### config.mk
export PLATFORM = sky130hd
export DESIGN_NAME = hb_gate_seq
export DESIGN_NICKNAME = d
export VERILOG_FILES = /design/src/rtl/hb_gate_pkg.sv /design/src/rtl/hb_sync.sv /design/src/rtl/hb_holdoff.sv /design/src/rtl/hb_seq_fsm.sv /design/src/rtl/hb_gate_seq.sv
export SDC_FILE = /design/constraint.sdc
export NUM_CORES = 1
export LEC_CHECK = 0
export ABC_AREA = 1
export BUFFER_PORTS_ARGS = -buffer_cell sky130_fd_sc_hd__buf_2
export CELL_PAD_IN_SITES_DETAIL_PLACEMENT = 0
export CELL_PAD_IN_SITES_GLOBAL_PLACEMENT = 1
export CORE_ASPECT_RATIO = 0.75
export CORE_MARGIN = 2
export CORE_UTILIZATION = 42
export CTS_BUF_LIST = sky130_fd_sc_hd__clkbuf_16
export DETAILED_ROUTE_END_ITERATION = 7
export GPL_ROUTABILITY_DRIVEN = 0
export GPL_TIMING_DRIVEN = 0
export PLACE_DENSITY_LB_ADDON = 0.3
export SLEW_MARGIN = 25
export SYNTH_ARGS = -nofsm -noshare
export SYNTH_HDL_FRONTEND = slang
export SYNTH_SLANG_ARGS = --single-unit
### constraint.sdc
create_clock -name clk -period 1.9 [get_ports clk]
set_clock_uncertainty 0.2 [all_clocks]
set_input_delay 0.38 -clock clk [delete_from_list [all_inputs] [get_ports clk]]
set_output_delay 0.38 -clock clk [all_outputs]
set_load 0.03 [all_outputs]
### src/rtl/hb_gate_pkg.sv
// Shared types for the half-bridge gate sequencer.
// Assumes: comparator flags pwm_hi / pwm_lo are mutually exclusive when valid.
package hb_gate_pkg;

    typedef enum logic [1:0] {
        LVL_MID  = 2'd0,
        LVL_LOW  = 2'd1,
        LVL_HIGH = 2'd2
    } lvl_t;

    typedef enum logic [2:0] {
        ST_IDLE    = 3'd0,
        ST_LS_ON   = 3'd1,
        ST_WAIT_HS = 3'd2,
        ST_HS_ON   = 3'd3,
        ST_WAIT_LS = 3'd4,
        ST_SHUT    = 3'd5,
        ST_FAULT   = 3'd6
    } seq_st_t;

    // Map the two comparator flags onto a level; equal flags mean mid-window.
    function automatic lvl_t classify(input logic hi, input logic lo);
        if (hi && !lo)      return LVL_HIGH;
        else if (lo && !hi) return LVL_LOW;
        else                return LVL_MID;
    endfunction

endpackage

### src/rtl/hb_sync.sv
// Multi-bit flop-chain synchronizer, one chain per bit.
// Assumes: bits are independent; STAGES >= 1; synchronous active-low reset.
module hb_sync #(
    parameter int              W       = 4,
    parameter int              STAGES  = 2,
    parameter logic [W-1:0]    RST_VAL = '0
) (
    input  logic         clk,
    input  logic         rst_n,
    input  logic [W-1:0] d,
    output logic [W-1:0] q
);
    logic [W-1:0] stage [STAGES];

    for (genvar g = 0; g < STAGES; g++) begin : g_stage
        if (g == 0) begin : g_first
            // First flop samples the asynchronous input.
            always_ff @(posedge clk) begin
                if (!rst_n) stage[g] <= RST_VAL;
                else        stage[g] <= d;
            end
        end else begin : g_rest
            // Later flops resolve metastability.
            always_ff @(posedge clk) begin
                if (!rst_n) stage[g] <= RST_VAL;
                else        stage[g] <= stage[g-1];
            end
        end
    end

    assign q = stage[STAGES-1];
endmodule

### src/rtl/hb_holdoff.sv
// Counts consecutive mid-window cycles and flags the one that completes the holdoff.
// Assumes: HOLD_CYC >= 2; mid is already synchronized.
module hb_holdoff #(
    parameter int HOLD_CYC = 42
) (
    input  logic clk,
    input  logic rst_n,
    input  logic mid,
    output logic expire
);
    localparam int CW = $clog2(HOLD_CYC);
    localparam logic [CW-1:0] LAST = CW'(HOLD_CYC - 1);

    logic [CW-1:0] cnt;

    // Saturating run-length counter of mid-window cycles; cleared by a valid level.
    always_ff @(posedge clk) begin
        if (!rst_n)          cnt <= '0;
        else if (!mid)       cnt <= '0;
        else if (cnt != LAST) cnt <= cnt + 1'b1;
    end

    // The HOLD_CYC-th mid observation and every one after it.
    assign expire = mid && (cnt == LAST);
endmodule

### src/rtl/hb_seq_fsm.sv
// Break-before-make sequencer with feedback watchdog.
// Assumes: level and feedback inputs are synchronized; en is synchronous.
// Outputs are registered from the next state, so they change on the same edge as the state.
module hb_seq_fsm
    import hb_gate_pkg::*;
#(
    parameter int WAIT_LIMIT = 64
) (
    input  logic clk,
    input  logic rst_n,
    input  logic en,
    input  lvl_t lvl,
    input  logic lo_off,
    input  logic hi_off,
    input  logic hold_expire,
    output logic hs_on,
    output logic ls_on,
    output logic fault
);
    localparam int WDW = $clog2(WAIT_LIMIT);
    localparam logic [WDW-1:0] WD_LAST = WDW'(WAIT_LIMIT - 1);

    seq_st_t       st, st_nxt;
    logic [WDW-1:0] wd_cnt;
    logic          in_wait, wd_exp;

    assign in_wait = (st == ST_WAIT_HS) || (st == ST_WAIT_LS);
    assign wd_exp  = in_wait && (wd_cnt == WD_LAST);

    // Next-state selection: enable, fault latch, shutdown, then sequencing.
    always_comb begin
        st_nxt = st;
        if (!en) begin
            st_nxt = ST_IDLE;
        end else if (st == ST_FAULT) begin
            st_nxt = ST_FAULT;
        end else if (hold_expire) begin
            st_nxt = ST_SHUT;
        end else begin
            unique case (st)
                ST_IDLE, ST_SHUT: begin
                    if (lvl == LVL_HIGH)     st_nxt = ST_WAIT_HS;
                    else if (lvl == LVL_LOW) st_nxt = ST_WAIT_LS;
                end
                ST_LS_ON:
                    if (lvl == LVL_HIGH) st_nxt = ST_WAIT_HS;
                ST_HS_ON:
                    if (lvl == LVL_LOW)  st_nxt = ST_WAIT_LS;
                ST_WAIT_HS: begin
                    if (lvl == LVL_LOW)  st_nxt = ST_WAIT_LS;
                    else if (lo_off)     st_nxt = ST_HS_ON;
                    else if (wd_exp)     st_nxt = ST_FAULT;
                end
                ST_WAIT_LS: begin
                    if (lvl == LVL_HIGH) st_nxt = ST_WAIT_HS;
                    else if (hi_off)     st_nxt = ST_LS_ON;
                    else if (wd_exp)     st_nxt = ST_FAULT;
                end
                default: st_nxt = ST_IDLE;
            endcase
        end
    end

    // State and registered gate/fault commands.
    always_ff @(posedge clk) begin
        if (!rst_n) begin
            st    <= ST_IDLE;
            hs_on <= 1'b0;
            ls_on <= 1'b0;
            fault <= 1'b0;
        end else begin
            st    <= st_nxt;
            hs_on <= (st_nxt == ST_HS_ON);
            ls_on <= (st_nxt == ST_LS_ON);
            fault <= (st_nxt == ST_FAULT);
        end
    end

    // Watchdog: cycles spent in the current wait state.
    always_ff @(posedge clk) begin
        if (!rst_n)                          wd_cnt <= '0;
        else if (!in_wait || st_nxt != st)   wd_cnt <= '0;
        else                                 wd_cnt <= wd_cnt + 1'b1;
    end
endmodule

### src/rtl/hb_gate_seq.sv
// Top: half-bridge gate drive sequencer.
// Synchronizes comparator and feedback flags, times the mid-window holdoff,
// and sequences the two gates with adaptive dead time.
// Assumes: en synchronous to clk; CLK_PERIOD_PS is the clk period.
module hb_gate_seq
    import hb_gate_pkg::*;
#(
    parameter int CLK_PERIOD_PS = 10000,
    parameter int HOLDOFF_PS    = 420000,
    parameter int WAIT_LIMIT    = 64,
    parameter int SYNC_STAGES   = 2
) (
    input  logic clk,
    input  logic rst_n,
    input  logic en,
    input  logic pwm_hi,
    input  logic pwm_lo,
    input  logic lo_gate_off,
    input  logic hi_gate_off,
    output logic hs_on,
    output logic ls_on,
    output logic fault
);
    localparam int HOLD_RAW = (HOLDOFF_PS + CLK_PERIOD_PS - 1) / CLK_PERIOD_PS;
    localparam int HOLD_CYC = (HOLD_RAW < 2) ? 2 : HOLD_RAW;

    logic [3:0] raw_in, sync_out;
    logic       pwm_hi_s, pwm_lo_s, fb_lo_s, fb_hi_s;
    lvl_t       lvl_s;
    logic       hold_expire;

    assign raw_in = {pwm_hi, pwm_lo, lo_gate_off, hi_gate_off};

    hb_sync #(.W(4), .STAGES(SYNC_STAGES), .RST_VAL(4'b0000)) u_sync (
        .clk  (clk),
        .rst_n(rst_n),
        .d    (raw_in),
        .q    (sync_out)
    );

    assign {pwm_hi_s, pwm_lo_s, fb_lo_s, fb_hi_s} = sync_out;
    assign lvl_s = classify(pwm_hi_s, pwm_lo_s);

    hb_holdoff #(.HOLD_CYC(HOLD_CYC)) u_holdoff (
        .clk   (clk),
        .rst_n (rst_n),
        .mid   (lvl_s == LVL_MID),
        .expire(hold_expire)
    );

    hb_seq_fsm #(.WAIT_LIMIT(WAIT_LIMIT)) u_fsm (
        .clk        (clk),
        .rst_n      (rst_n),
        .en         (en),
        .lvl        (lvl_s),
        .lo_off     (fb_lo_s),
        .hi_off     (fb_hi_s),
        .hold_expire(hold_expire),
        .hs_on      (hs_on),
        .ls_on      (ls_on),
        .fault      (fault)
    );
endmodule

; Yosys cells after proc, flatten, opt, wreduce, memory -nomap -nowiden
; Memories as Yosys holds them, arrays and structs flattened.
; Cells that the tools add are included.
[op_classes]
add_sub_neg = 2
eq_ne = 15
mux = 18
bitwise = 3
reduce_logical = 14
[op_table]
columns = cell, count
row1 = $mux W3, 11
row2 = $pmux W3 S5, 1
row3 = $add A6 B1 Y6 const B, 2
row4 = $eq A3 B3 Y1 const B, 4
row5 = $eq A6 B6 Y1 const B, 2
row6 = $eq A3 B2 Y1 const B, 3
row7 = $mux W4, 2
row8 = $eq A3 B1 Y1 const B, 2
row9 = $ne A6 B6 Y1 const B, 1
row10 = $logic_and A1 B1 Y1, 4
row11 = $reduce_or A2 Y1, 2
row12 = $logic_not A1 Y1, 3
row13 = $logic_not A3 Y1, 1
row14 = $mux W1, 3
row15 = $ne A3 B3 Y1, 1
row16 = $eq A2 B1 Y1 const B, 1
row17 = $eq A2 B2 Y1 const B, 1
row18 = $logic_not A2 Y1, 1
row19 = $logic_or A1 B1 Y1, 2
row20 = $mux W2, 1
row21 = $or A1 B1 Y1, 2
row22 = $reduce_and A2 Y1, 1
row23 = $not A1 Y1, 1
[totals]
reg_bits = 18
mem_bits_rw = 8
input_bits = 7
output_inout_bits = 3
word_cells = 59
n_memories = 1
[mem_list]
columns = memory, words, word_bits, read_ports, rd_ports_with_merged_regs, write_ports, line
row1 = u_sync.stage, 2, 4, 2, 0, 2, hb_sync.sv:13  ; logic [W-1:0] stage [STAGES];

; Longest topological paths before layout
; Gate-level depths: netlist of run 1.
[logic_depth]
ltp_word = 14
depth_mapped = 14
mapped_depth_nobuf = 13

; Modules after synthesis
; Synthesis of run 1 repeated with hierarchy kept, for this count alone.
[unflattened]
hier_cells = 197
area_unflattened_um2 = 1361.3
[modules_own_cells]
columns = mod, instances, cells_per_inst, area_per_inst_um2
row1 = hb_seq_fsm, 1, 119, 773.2
row2 = hb_holdoff, 1, 49, 330.3
row3 = hb_sync, 1, 25, 225.2
row4 = hb_gate_seq, 1, 4, 32.5

; Worst setup path after synthesis of run 1
; OpenSTA, ideal clock, no wires.
[synth_timing]
path_kind = register -> register
startpoint = reg u_holdoff.cnt[0]
endpoint = reg u_fsm.wd_cnt[0]
setup_ns = 0.065
arrival_ns = 1.444
required_time_ns = 1.635
slack_ns = 0.191
stages_incl_launch_ff = 13
path_buffers = 0
path_cell_list = dfxtp_1 -> ha_1 -> nand3b_1 -> nor2_2 -> nand2_1 -> o21a_1 -> nand2_1 -> nand2_2 -> nand2_2 -> nand2_1 -> nand2_1 -> nand3_2 -> nor2_1
[synth_between]
elab_chain_len = 8
[synth_rtl]
columns = item, line
row1 = from (decl), hb_holdoff.sv:14  ; logic [CW-1:0] cnt;
row2 = from (signal assigned), hb_holdoff.sv:20  ; else if (cnt != LAST) cnt <= cnt + 1'b1;
row3 = $eq A6 B6 Y1, hb_holdoff.sv:24  ; assign expire = mid && (cnt == LAST);
row4 = $logic_and A1 B1 Y1, hb_holdoff.sv:24
row5 = $mux W3, hb_seq_fsm.sv:37  ; end else if (hold_expire) begin
row6 = $mux W3, hb_seq_fsm.sv:35  ; end else if (st == ST_FAULT) begin
row7 = $mux W3, hb_seq_fsm.sv:33  ; if (!en) begin
row8 = $ne A3 B3 Y1, hb_seq_fsm.sv:82  ; else if (!in_wait || st_nxt != st) wd_cnt <= '0;
row9 = $logic_or A1 B1 Y1, hb_seq_fsm.sv:82
row10 = $reduce_or A2 Y1 (no source line), -
row11 = to (signal assigned), hb_seq_fsm.sv:83  ; else wd_cnt <= wd_cnt + 1'b1;
row12 = to (decl), hb_seq_fsm.sv:24  ; logic [WDW-1:0] wd_cnt;
; No other way between the ends.
; A chain may end at the register's enable or synchronous reset.

; Final worst setup path of run 1
[layout_timing]
startpoint = reg u_holdoff.cnt[1]
endpoint = reg u_fsm.wd_cnt[2]
; The elaborated chain is that of the path after synthesis.

==> impl_summary.log, run 1 <==
[metrics] number of ports placed on the die boundary: 10
[metrics] startpoint class of the critical path: flop
[metrics] TritonRoute pass-1 iters: 4
[metrics] global-route wire length before repair: approximately 4300 microns
[metrics] area fraction in and, or, nand and nor cells after synthesis: between 30% and 40%
[metrics] total of warnings raised by yosys: 0
[metrics] most used standard cell by instance count after synthesis: nand2_1
[metrics] proportion of layout cells with a drive suffix above 1: 39.9%
[metrics] post-layout utilization of the core: 60.3%
[metrics] Worst-Margin Slew: 386 ps
[metrics] critical path's slowest cell: dfxtp_2
[metrics] count of fill cells added during filler insertion: between 200 and 300
[metrics] Async S/R FF share, synth: 0%
[metrics] number of enable flip-flop cells after synthesis: 0
[metrics] Mapped Area: around 1300 sq um
[metrics] aggregate routed wire length: 2590 microns
[metrics] Max-slew headroom: 74.3%
[metrics] synth top area cells: dfxtp_1, nand2_1, inv_1, nor2_1, ha_1
[metrics] number of nets with antenna violations after detailed routing: 0
[metrics] clock transition time at the flip-flop clock pins of the worst setup and hold paths: 60 ps
[metrics] final routed DRC violation total: 0
[metrics] Net count, final: roughly 210
[metrics] placement-stage cell area: 1350 sq um
[metrics] leakage: slightly below 0.8 nW
[metrics] delay-heaviest family, CP: simple AND/OR/NAND/NOR gates
[metrics] worst min-delay path category: in -> reg
[metrics] worst-skew pair later-pin latency: 260 ps
[metrics] placed wire-length estimate after detailed placement: 1710 microns
[metrics] number of levels in the clock H-tree: 1
[metrics] wire length per cell after detailed routing: 11.0 microns
[metrics] Sum Neg Setup Slack: 0 ps
[metrics] number of setup violations in the final report: 0
[metrics] core area: 2890 sq um
[metrics] flip-flop cell with the highest count after synthesis: dfxtp_1
[metrics] sequential cell area fraction in the yosys report: 41.3%
[metrics] Num CTS Buffers: 3
[metrics] Critical Path Max Stage Delay: 360 ps
[metrics] fraction of the mapped netlist area in compound gates: 4.46%
[metrics] Post-Synthesis Cells: around 170
[metrics] worst path buffer plus inverter count: 1
[metrics] worst-path cell chain: inv_2, ha_4, nand3b_1, nor2_4, a21oi_2, nand3_4, nand3_2, nand2_1, nor2_4, nand3_4, nor2_1
[metrics] cell type contributing the most total cell area after synthesis: dfxtp_1
[metrics] number of hold-slack violations in the final timing report: 0
[metrics] number of cell rows: 17
[metrics] final period demand of the worst path: about 1800 ps
[metrics] GRT Resource Usage Total: 16.4%
[metrics] count of placed standard cells including taps: approximately 220
[metrics] starting utilization of the core area: 43.6%
[metrics] vias in the first global route: ~990
[metrics] antenna violations before repair: 0
[metrics] Congestion Overflow GR: 0
[metrics] maximum number of pins on one net before global-route repair: 16
[metrics] run status: finished, final reports clean
[metrics] share of synthesized cell area in full adder, half adder and majority cells: 4.96%
[metrics] layout-stage area growth over the synthesis result: 38.3%
[metrics] share of the synthesized netlist area taken by xor and xnor gates: 4.86%
[metrics] buffer type at the clock tree root: clkbuf_16
[metrics] top cell type's share of synthesized area: between 40% and 50%
[metrics] Layout Cells excl Fill: 236
[metrics] iteration-0 DRC count of the detailed router: 44
[metrics] clock tree from TritonCTS: built
[metrics] arrival time of the worst setup path: between 1500 and 2000 ps
[metrics] Crit Path Max Fanout: 6
[metrics] Crit. End Element: flop
[metrics] overall die width: 67.3 microns
[metrics] worst ir drop on vdd: 532 uV
[metrics] synthesized flop and latch total: 26
[metrics] pwr/cell area: ~740 nW/um^2
[metrics] combinational family with the most area after synthesis: simple AND/OR/NAND/NOR gates
[metrics] post-synthesis net count: 186
[metrics] most instantiated cells after synthesis: nand2_1, dfxtp_1, inv_1
[metrics] Die Ht: a little over 50 microns
[metrics] maximum frequency from static timing analysis: around 540 MHz
[metrics] vias after detailed routing: 1144
[metrics] Design Area, Final: around 1700 sq um
[metrics] share of the clock period used by the worst path: a little over nine tenths
[metrics] clk sink count: 26
[metrics] number of port buffers: 9
[metrics] antenna cell count: 0
[metrics] final number of max-transition violations: 0
[metrics] count of maximum capacitance violations: 0
[metrics] required time worst endpoint: 1900 ps
[metrics] Distinct cells, synth: 28
[metrics] Clock Tree Buf Depth: 2
[metrics] multiplexer area fraction after synthesis: 0%
[metrics] die area: 3460 sq um
[metrics] Avg Synthesized Cell Area: 7.25 sq um
[metrics] via density per instance: 4.85
[metrics] Worst Path Class, Setup: reg -> reg
-- metrics by stage --
stage / worst slack (ps) / total power [mW] / hold slack, ps
final: 55.2 / 1.28 / 97.3
after detailed placement: -52.5 / 0.655 / 202
after CTS: 5.31 / 1.26 / 95.9
after floorplan: 191 / 0.633 / 190
after global routing: -66.5 / 1.34 / 111
after global placement: -0.346 / 0.653 / 195
-- worst reg2reg max path: cells and delay by family, from the launching register on --
kind / cells / cell delay (ps)
AND/OR/NAND/NOR: 8 / 840
flip-flops: 1 / 360
AO/OA/AOI/OAI: 1 / 200
adder cells (fa/ha/maj): 1 / 140
buffers and inverters: 1 / 50
-- flip-flops by register name (all words and copies together) (netlist names) --
name and count:
u_fsm.fault 1, u_fsm.hs_on 1, u_fsm.ls_on 1, u_fsm.st 3
u_fsm.wd_cnt 6, u_holdoff.cnt 6, u_sync.stage 8
-- cells by family (layout without fill, tap and decap cells) --
logic type / after synthesis / after routing
AOI/OAI and AO/OA: 10 / 10
xor gates and xnor gates: 7 / 7
adders and majority gates: 5 / 5
buffers and inverters: 30 / 54
DFF: 26 / 26
and+or+nand+nor: 96 / 96
-- cell usage in the layout (no fill, tap or decap), types with 4 or more instances in the layout --
master	netlist	layout
nor2_2	2	9
buf_2	0	9
dfxtp_1	26	18
nand4_1	5	5
nor2_1	20	12
nand3_1	10	6
xor2_1	4	4
inv_1	25	21
ha_4	0	4
nand2_1	44	35
inv_2	2	4
buf_4	0	11
nand2_2	4	11
nand3_2	2	4
dfxtp_4	0	5
-- layout make-up --
class                      count  area [sq um]  area share (%)
tap                           38          47.5            2.73
timing repair buffer          20           128            7.32
clock inverter                 1          30.0            1.72
sequential                    26           543            31.1
multi-input combinational    118           788            45.2
buffer                         2          15.0           0.861
inverter                      28           118            6.74
clock buffer                   3          75.1            4.30
-- power by group --
| part | leakage [nW] | switching [mW] | internal (mW) |
|---|---|---|---|
| logic | 0.522 | 0.0599 | 0.0499 |
| clock network | 0.0511 | 0.186 | 0.419 |
| registers | 0.217 | 0.0124 | 0.556 |
-- metal layers --
layer	vias up	GRT usage [%]	routed length, microns
met1	530	21.1	1200
met3	2	5.73	116
met2	22	26.6	1270
met4	0	3.06	3
li1	590	-	-
met5	-	0	0
-- what timing repair did --
action                     4_1_cts  5_1_grt
gates cloned                     0        0
gates resized for setup          6       54
hold buffers                     0        0
setup endpoints to repair        6        9
pin swaps                        1       15
setup buffers                    0       11
-- final timing paths --
path                            startpoint                             to  slack, ps  depth (start not counted)
max          u_holdoff.cnt[1]$_SDFFE_PN0P_     u_fsm.wd_cnt[2]$_SDFF_PP0_         60                         11
min                            lo_gate_off  u_sync.stage[0][1]$_SDFF_PN0_        100                          3
max reg2reg  u_holdoff.cnt[1]$_SDFFE_PN0P_     u_fsm.wd_cnt[2]$_SDFF_PP0_         60                         11
min reg2reg  u_sync.stage[0][3]$_SDFF_PN0_  u_sync.stage[1][3]$_SDFF_PN0_        210                          2
Power figures use the tool's default switching activity.
==> run 2: changes to the inputs <==
==> constraint.sdc (replaced) <==
create_clock -name clk -period 2.1 [get_ports clk]
set_clock_uncertainty 0.2 [all_clocks]
set_input_delay 0.42 -clock clk [delete_from_list [all_inputs] [get_ports clk]]
set_output_delay 0.42 -clock clk [all_outputs]
set_load 0.03 [all_outputs]
==> run 2 against run 1 <==
Critical path depth rose by 2. Fmax fell by 1.6%. Worst setup slack improved by 170 ps. Register-to-register slack improved by 170 ps. Cell count fell by 4.7%. Clock power fell by 10%. Routed wire length fell by 11%. Sequential power fell by 9.5%. Global-route usage fell by 0.14 points. Non-clock buffer count fell by 11. Hold slack improved by 41 ps. Largest cell class unchanged. Highest routed layer unchanged.
==> impl_summary.log, run 2 (same netlist as run 1, synthesis figures left out) <==
[metrics] run status: finished, final reports clean
[metrics] required time worst endpoint: 2100 ps
[metrics] most flop-heavy register: u_sync.stage
[metrics] iteration-0 DRC count of the detailed router: 41
[metrics] GRT Resource Usage Total: 16.2%
[metrics] maximum number of pins on one net before global-route repair: 16
[metrics] overall power after layout: 1.13 mW
[metrics] net switching fraction of the power: 19.2%
[metrics] number of hold-slack violations in the final timing report: 0
[metrics] flip-flop count of the largest register after layout: 8
[metrics] CP dominant cell by count: nand2_1
[metrics] worst min-delay path category: in -> reg
[metrics] arrival time of the worst setup path: approximately 1900 ps
[metrics] Max-slew headroom: 74.3%
[metrics] leakage: 0.701 nW
[metrics] worst-skew pair later-pin latency: approximately 260 ps
[metrics] Setup Fix Bufs, Post-CTS: 0
[metrics] clk sink count: 26
[metrics] startpoint class of the critical path: flop
[metrics] aggregate routed wire length: 2290 microns
[metrics] Die Ht: 51.5 microns
[metrics] pre-CTS WS: about 150 ps
[metrics] count of fill cells added during filler insertion: 310
[metrics] buffer type at the clock tree root: clkbuf_16
[metrics] starting utilization of the core area: 43.6%
[metrics] number of nets with antenna violations after detailed routing: 0
[metrics] Crit Path Max Fanout: 6
[metrics] count of maximum capacitance violations: 0
[metrics] antenna cell count: 0
[metrics] Net count, final: 200
[metrics] final worst setup slack: 225 ps
[metrics] proportion of layout cells with a drive suffix above 1: around 17%
[metrics] most common cell after layout, fill and taps aside: nand2_1
[metrics] overall die width: a little under 70 microns
[metrics] worst ir drop on vdd: 457 uV
[metrics] Clock Tree Buf Depth: 2
[metrics] via density per instance: 4.64
[metrics] CTS Hold Buffers Added: 0
[metrics] share of power burned in registers: a little under half
[metrics] internal power: roughly 0.9 mW
[metrics] number of port buffers: 9
[metrics] clock transition time at the flip-flop clock pins of the worst setup and hold paths: 60 ps
[metrics] final routed DRC violation total: 0
[metrics] Congestion Overflow GR: 0
[metrics] CTS-repair resized insts: 0
[metrics] die area: ~3500 sq um
[metrics] global-route wire length before repair: 4240 microns
[metrics] worst-path cell chain: ha_1, nand3_1, nor2_1, nand2_1, nand2_1, nand2_1, nand3_2, nand2_2, nand2_1, nand2_1, nor2_4, nand3_4, nor2_1
[metrics] pwr/cell area: between 700 and 800 nW/um^2
[metrics] largest registers in the final layout: u_sync.stage (8), u_fsm.wd_cnt (6), u_holdoff.cnt (6)
[metrics] wire length per cell after detailed routing: between 10 and 15 microns
[metrics] vias in the first global route: 981
[metrics] placed wire-length estimate after detailed placement: 1710 microns
[metrics] final number of max-transition violations: 0
[metrics] number of levels in the clock H-tree: 1
[metrics] core area: 2890 sq um
[metrics] TritonRoute pass-1 iters: 4
[metrics] number of setup violations in the final report: 0
[metrics] Critical Path Max Stage Delay: between 300 and 400 ps
[metrics] number of ports placed on the die boundary: 10
[metrics] antenna violations before repair: 0
[metrics] Worst-Margin Slew: 386 ps
[metrics] number of cell rows: 17
[metrics] Crit. End Element: flop
[metrics] vias after detailed routing: 1045
[metrics] final period demand of the worst path: 1870 ps
[metrics] share of the clock period used by the worst path: around 89%
[metrics] clock tree from TritonCTS: built
[metrics] Num CTS Buffers: 3
[metrics] critical path's slowest cell: dfxtp_1
[metrics] post-layout utilization of the core: just over 50%
[metrics] net switching power of the design: 0.216 mW
[metrics] part of the power in combinational logic: 6.1%
[metrics] Worst Path Class, Setup: reg -> reg
[metrics] clock network power share: 48.3%
[metrics] worst hold slack: 138 ps
[metrics] maximum frequency from static timing analysis: between 500 and 600 MHz
[metrics] most frequent cells in the layout: nand2_1, inv_1, dfxtp_1, nor2_1, nand3_1
[metrics] layout-stage area growth over the synthesis result: 17.3%
==> run 2: cell types whose count changed in the layout (fill, tap and decap cells not counted), sizes merged <==
cell,delta
buf,-11
==> run 2: worst max-delay path: cells and delay by family (launching register included) <==
family / cells / cell delay, ps
flops: 1 / 350
simple gates: 12 / 1070
fa+ha+maj: 1 / 190
==> run 2: layout make-up <==
class	instances	area [sq um]	share of cell area, %
Sequential cell	26	523	35.4
Clock inverter	1	30.0	2.03
Clock buffer	3	75.1	5.08
Timing Repair Buffer	9	45.0	3.05
Inverter	28	108	7.28
Buffer	2	15.0	1.02
Tap cell	38	47.5	3.21
Multi-Input combinational cell	118	636	43.0
==> run 2: stage by stage <==
step	cell area (sq um)	setup TNS [ps]	std cells
3_5_place_dp	1350	0	221
6_report	1480	0	225
5_1_grt	1480	-13.2	225
2_1_floorplan	1260	0	174
4_1_cts	1460	0	225
3_3_place_gp	1350	0	221
==> run 2: layer usage <==
layer / routed length (microns) / global-route usage (%) / up-vias
met2: 1040 / 26.1 / 18
met3: 111 / 5.73 / 2
met1: 1120 / 21.1 / 455
met5: 0 / 0 / -
met4: 16 / 3.06 / 0
li1: - / - / 570
==> run 2: power by group through the flow <==
stage | Combinational, mW | Clock, mW | Sequential [mW]
2_1_floorplan | 0.0485 | 0 | 0.525
3_3_place_gp | 0.0655 | 0 | 0.525
3_5_place_dp | 0.0661 | 0 | 0.526
4_1_cts | 0.0669 | 0.558 | 0.515
5_1_grt | 0.0796 | 0.580 | 0.517
6_report | 0.0683 | 0.544 | 0.515
==> run 2: path summary, 6_finish.rpt <==
path / from / endpoint / slack (ps) / depth (start not counted)
worst max-delay path: u_fsm.wd_cnt[0]$_SDFF_PP0_ / u_fsm.wd_cnt[3]$_SDFF_PP0_ / 230 / 13
worst min-delay path: lo_gate_off / u_sync.stage[0][1]$_SDFF_PN0_ / 140 / 3
worst max register to register: u_fsm.wd_cnt[0]$_SDFF_PP0_ / u_fsm.wd_cnt[3]$_SDFF_PP0_ / 230 / 13
worst min register to register: u_sync.stage[0][1]$_SDFF_PN0_ / u_sync.stage[1][1]$_SDFF_PN0_ / 210 / 2
